<file path="src/rtl/pio_pkg.sv">
// Package: shared widths and the register offset map of the dual parallel port.
// Assumes two ports. The offset bit order is behaviour: bit 0 selects the
// port, and bit 1 selects the value or direction register.
package pio_pkg;
    localparam int PORT_W  = 8;
    localparam int N_PORTS = 2;
    localparam int ADDR_W  = 2;

    localparam logic [ADDR_W-1:0] OFF_VAL_A = 2'd0;
    localparam logic [ADDR_W-1:0] OFF_VAL_B = 2'd1;
    localparam logic [ADDR_W-1:0] OFF_DIR_A = 2'd2;
    localparam logic [ADDR_W-1:0] OFF_DIR_B = 2'd3;

    typedef enum logic {SEL_VAL = 1'b0, SEL_DIR = 1'b1} reg_sel_e;
endpackage

</file>
<file path="src/rtl/pio_port.sv">
// One parallel port: a value register, a direction register, the driven
// output level and the wired-AND readback.
// Assumes: the external input is active low, and unused inputs are tied high.
module pio_port #(
    parameter int W = 8
) (
    input  logic         clk,
    input  logic         rst_n,
    input  logic         wr_val,
    input  logic         wr_dir,
    input  logic [W-1:0] wdata,
    input  logic [W-1:0] pin_in,
    output logic [W-1:0] pin_out,
    output logic [W-1:0] readback,
    output logic [W-1:0] dir_val
);
    logic [W-1:0] val_q;
    logic [W-1:0] dir_q;

    // Value register: loaded by its write strobe, cleared by reset.
    always_ff @(posedge clk) begin
        if (!rst_n)      val_q <= '0;
        else if (wr_val) val_q <= wdata;
    end

    // Direction register: 1 = output, cleared to all inputs by reset.
    always_ff @(posedge clk) begin
        if (!rst_n)      dir_q <= '0;
        else if (wr_dir) dir_q <= wdata;
    end

    // Per-bit driver and wired-AND readback.
    for (genvar b = 0; b < W; b++) begin : g_bit
        // Driven level: stored bit when output, released (1) when input.
        always_comb pin_out[b] = dir_q[b] ? val_q[b] : 1'b1;
        // Pin reads low if the outside pulls low or the port drives low.
        always_comb readback[b] = pin_in[b] & ~(dir_q[b] & ~val_q[b]);
    end

    assign dir_val = dir_q;


    val_load_chk: assert property (@(posedge clk) disable iff (!rst_n)
        wr_val |=> val_q == $past(wdata));

    dir_load_chk: assert property (@(posedge clk) disable iff (!rst_n)
        wr_dir |=> dir_q == $past(wdata));

    val_hold_chk: assert property (@(posedge clk) disable iff (!rst_n)
        (!wr_val && !wr_dir) |=> $stable(pin_out));
endmodule

</file>
<file path="src/rtl/pio_regbus.sv">
// Register bus: decodes the write strobes for each port and registers the
// read data selected by the offset.
// Assumes: a single-cycle access where wr_en high means a write.
module pio_regbus
    import pio_pkg::*;
#(
    parameter int W  = 8,
    parameter int NP = 2
) (
    input  logic                 clk,
    input  logic                 rst_n,
    input  logic [ADDR_W-1:0]    addr,
    input  logic                 wr_en,
    input  logic [NP-1:0][W-1:0] readback,
    input  logic [NP-1:0][W-1:0] dir_val,
    output logic [NP-1:0]        wr_val,
    output logic [NP-1:0]        wr_dir,
    output logic [W-1:0]         rdata
);
    reg_sel_e sel;
    logic     port_idx;

    assign sel      = reg_sel_e'(addr[1]);
    assign port_idx = addr[0];

    // Write strobe for each port's value and direction register.
    for (genvar p = 0; p < NP; p++) begin : g_dec
        always_comb begin
            wr_val[p] = wr_en && (sel == SEL_VAL) && (int'(port_idx) == p);
            wr_dir[p] = wr_en && (sel == SEL_DIR) && (int'(port_idx) == p);
        end
    end

    // Read register: loads only when no write is in progress.
    always_ff @(posedge clk) begin
        if (!rst_n) rdata <= '0;
        else if (!wr_en) rdata <= (sel == SEL_DIR) ? dir_val[port_idx]
                                                   : readback[port_idx];
    end


    rdata_hold_chk: assert property (@(posedge clk) disable iff (!rst_n)
        wr_en |=> $stable(rdata));

    one_strobe_chk: assert property (@(posedge clk) disable iff (!rst_n)
        $onehot0({wr_val, wr_dir}));
endmodule

</file>
<file path="src/rtl/pio_dual_port.sv">
// Top: two parallel ports behind a four-offset register bus. There are no
// tristate pins; each port has a split output and input bus.
// Assumes: unused external inputs are tied high.
module pio_dual_port
    import pio_pkg::*;
(
    input  logic              clk,
    input  logic              rst_n,
    input  logic [ADDR_W-1:0] addr,
    input  logic              wr_en,
    input  logic [PORT_W-1:0] wdata,
    output logic [PORT_W-1:0] rdata,
    output logic [PORT_W-1:0] pa_out,
    input  logic [PORT_W-1:0] pa_in,
    output logic [PORT_W-1:0] pb_out,
    input  logic [PORT_W-1:0] pb_in
);
    logic [N_PORTS-1:0][PORT_W-1:0] pin_in_v;
    logic [N_PORTS-1:0][PORT_W-1:0] pin_out_v;
    logic [N_PORTS-1:0][PORT_W-1:0] rb_v;
    logic [N_PORTS-1:0][PORT_W-1:0] dir_v;
    logic [N_PORTS-1:0]             wr_val_v;
    logic [N_PORTS-1:0]             wr_dir_v;

    assign pin_in_v[0] = pa_in;
    assign pin_in_v[1] = pb_in;
    assign pa_out      = pin_out_v[0];
    assign pb_out      = pin_out_v[1];

    // One instance for each port.
    for (genvar p = 0; p < N_PORTS; p++) begin : g_port
        pio_port #(.W(PORT_W)) u_port (
            .clk      (clk),
            .rst_n    (rst_n),
            .wr_val   (wr_val_v[p]),
            .wr_dir   (wr_dir_v[p]),
            .wdata    (wdata),
            .pin_in   (pin_in_v[p]),
            .pin_out  (pin_out_v[p]),
            .readback (rb_v[p]),
            .dir_val  (dir_v[p])
        );
    end

    pio_regbus #(.W(PORT_W), .NP(N_PORTS)) u_bus (
        .clk      (clk),
        .rst_n    (rst_n),
        .addr     (addr),
        .wr_en    (wr_en),
        .readback (rb_v),
        .dir_val  (dir_v),
        .wr_val   (wr_val_v),
        .wr_dir   (wr_dir_v),
        .rdata    (rdata)
    );


    ext_low_a_chk: assert property (@(posedge clk) disable iff (!rst_n)
        (!wr_en && addr == OFF_VAL_A) |=> (rdata & ~$past(pa_in)) == '0);

    ext_low_b_chk: assert property (@(posedge clk) disable iff (!rst_n)
        (!wr_en && addr == OFF_VAL_B) |=> (rdata & ~$past(pb_in)) == '0);
endmodule

</file>
<file path="config.mk">
export PLATFORM = sky130hd
export DESIGN_NAME = pio_dual_port
export DESIGN_NICKNAME = d
export VERILOG_FILES = /design/src/rtl/pio_pkg.sv /design/src/rtl/pio_port.sv /design/src/rtl/pio_regbus.sv /design/src/rtl/pio_dual_port.sv
export SDC_FILE = /design/constraint.sdc
export NUM_CORES = 1
export LEC_CHECK = 0
export BUFFER_PORTS_ARGS = -buffer_cell sky130_fd_sc_hd__buf_2
export CORE_ASPECT_RATIO = 1.4
export CORE_MARGIN = 1.5
export CORE_UTILIZATION = 46
export DETAILED_ROUTE_END_ITERATION = 16
export PLACE_DENSITY = 0.75
export SYNTH_ARGS = -nofsm -noshare
export SYNTH_HDL_FRONTEND = slang
export SYNTH_SLANG_ARGS = --single-unit
</file>
<file path="constraint.sdc">
create_clock -name clk -period 1.2 [get_ports clk]
set_clock_uncertainty 0.15 [all_clocks]
set_input_delay 0.12 -clock clk [delete_from_list [all_inputs] [get_ports clk]]
set_output_delay 0.12 -clock clk [all_outputs]
set_load 0.01 [all_outputs]
</file>
==> metrics.cfg <==
[finish]
n_antenna_cell = 0
layout_common_cells = buf_2, mux2i_1, nor2b_1
fillCellCount = 306
synthToLayoutAreaGrowth_pct = 45.1
fin_util_pct = 69.2
layout-drive-gt1-share_pct = 39.6
nets = 298
mostFrequentLayoutCell = buf_2

[timing]
hold_violations = 0
period_share_pct = 97.2
fmax_mhz = 857
fin_crit_ns = 1.17
setup_slack_ns = 0.0332
slew_viol_final = 0
max-slew-margin-rel_pct = 78.6
tightest_slew_ns = 0.321
setup_viol = 0
setup-tns-final_ns = 0

[floorplan]
dieArea_um2 = 4420
fp.dieH_um = 78.1
initial_utilization_pct = 47.7
pin_count = 53
num_rows = 27
die_x_um = 56.6
core_um2 = 3880

[cts]
path_clk_slew_ns = 0.08
cts_inserted_buffers = 5
root_buffer = clkbuf_8
cts_buffer_depth = 2
cts-htree-levels = 2
numClockSinks = 40
cts_tree = built
cts_setup_buffers = 0
clk_latency_ns = 0.29

[synth]
async_flop_share_pct = 0
synth_seq_cells = 40
ys_warn_count = 0
synth_edf_count = 0
syn_nets = 207
avgSynthCellArea_um2 = 10.4
ys_seq_area_share_pct = 43.2
yosysUniqueCellTypes = 17
synthesis.area_um2 = 1850
ys.flop_type = dfxtp_1
syn_inst = 178

[power_and_ir_drop]
power_density_nw_per_um2 = 1050
p_clk_share_pct = 32.5
internal-power_mw = 2.12
sequentialPowerShare_pct = 50.4
comb_power_share_pct = 17.1
vdd_drop_max_v = 0.000893
p_sw_share_pct = 24.8
leakagePower_nw = 1.20
netSwitchingPower_mw = 0.701

[place]
dpl.hpwl_um = 3060
portBuffers = 52
dpl_worst_slack_ns = -0.0554
gp_congestion = 0.756

[drt]
drt-initial-drc-count = 47
vias = 1635
remaining_drc_errors = 0
firstDrtPassIters = 4
wire_per_inst_um = 14.4
finalWirelength_um = 4510
post_drt_via_cell_ratio = 5.22
final_antenna_net_count = 0

[job]
drv_cap = 0

[global_route]
grt_max_degree = 19
met2_usage_pct = 34.1
grt.busiest_layer = met2
grt_use_met1_pct = 25.7
grtUsageTotal_pct = 20.5
grt_util_met3_pct = 4.28
grt_pass1_vias = 1557
grt_pass1_wl_um = 7060
antenna_found_initial = 0
overflow = 0

[critical_path]
path_class = reg2out
cp_top_family = flip-flops
start_kind = flop
path_max_fanout = 2
critical_path_buf_inv_count = 1
slowest_delay_ns = 0.35
cpMaxStageDelayCell = dfxtp_1
cp-end-kind = primary output
worstPathRequired_ns = 0.93
crit_chain = nand2b_4 > buf_2
critical_path_arrival_ns = 0.90

[run_status]
status = finished clean

[worst_hold_path]
hold_path.class = in2reg

## worst register-to-register path: cells and delay by family, from the launching register on
kind	cells	cell delay, ns
multiplexers	1	0.26
flip-flops	1	0.35
AO/OA/AOI/OAI	2	0.23
## metal layers
| metal | up-vias | share of wire [%] |
|---|---|---|
| met2 | 43 | 50 |
| met3 | 6 | 3.9 |
| li1 | 812 | - |
| met4 | 0 | 1.3 |
| met1 | 774 | 44 |
| met5 | - | 0 |
## synth_stat cells (all sizes together) (4+ instances only)
master	n	area share [%]
clkbuf	4	0.81
mux2i	32	17
nand3	9	2.7
nand3b	10	4.1
mux2	8	4.9
a31oi	8	2.7
buf	7	3.0
o221ai	8	3.8
dfxtp	40	43
nand2b	17	5.7
nor2b	32	11
## flip-flops by register name, indices dropped and copies added (netlist names)
name	cells
g_port.u_port.val_q	16
g_port.u_port.dir_val	16
u_bus.rdata	8
## final timing paths
path / startpoint / to / slack, ns / cells past startpoint
setup / recovery: g_port[0].u_port.val_q[0]$_SDFFE_PN0P_ / pa_out[0] / 0.03 / 2
hold / removal: rst_n / u_bus.rdata[5]$_SDFFE_PN0N_ / 0.08 / 3
setup reg to reg: g_port[1].u_port.dir_val[6]$_SDFFE_PN0P_ / u_bus.rdata[6]$_SDFFE_PN0N_ / 0.10 / 3
hold reg to reg: g_port[1].u_port.val_q[5]$_SDFFE_PN0P_ / g_port[1].u_port.val_q[5]$_SDFFE_PN0P_ / 0.36 / 2
## timing repair
item / 4_1_cts / 5_1_grt
endpoints found under the hold margin: 35 / 0
hold buffers: 24 / 0
setup endpoints to repair: 0 / 11
resized for setup: 0 / 18
## layout make-up
cell class / instances / area, um^2 / share of cell area, %
tap: 43 / 53.8 / 2.00
clock inverter: 2 / 10.0 / 0.372
timing repair buffer: 95 / 681 / 25.3
clock buffer: 6 / 82.6 / 3.07
sequential: 40 / 812 / 30.2
multi-input combinational: 126 / 1050 / 38.9
inverter: 1 / 3.75 / 0.140
## per-stage QoR
stage | hold slack (ns) | area [um^2] | total power, mW | std cells
2_1_floorplan | 0.136 | 1850 | 1.67 | 178
3_3_place_gp | 0.250 | 2280 | 1.85 | 281
3_5_place_dp | 0.254 | 2280 | 1.86 | 281
4_1_cts | 0.0824 | 2610 | 2.82 | 313
5_1_grt | 0.0940 | 2690 | 2.95 | 313
6_report | 0.0798 | 2690 | 2.82 | 313
## kinds of logic (layout without fill, tap and decap cells)
kind of cell,count (synthesis),after routing,synth area share (%)
simple gates,70,70,24.2
mux,40,40,22.1
compound gates,16,16,6.48
flops,40,40,43.2
buf+inv,12,104,3.98
## power groups by stage
stage / Sequential, mW / Clock (mW) / Combinational, mW
after floorplan: 1.45 / 0 / 0.220
after global placement: 1.45 / 0 / 0.402
after detailed placement: 1.45 / 0 / 0.409
after CTS: 1.42 / 0.933 / 0.469
after global routing: 1.43 / 1.00 / 0.522
final: 1.42 / 0.917 / 0.484
(Power assumes the default switching activity.)
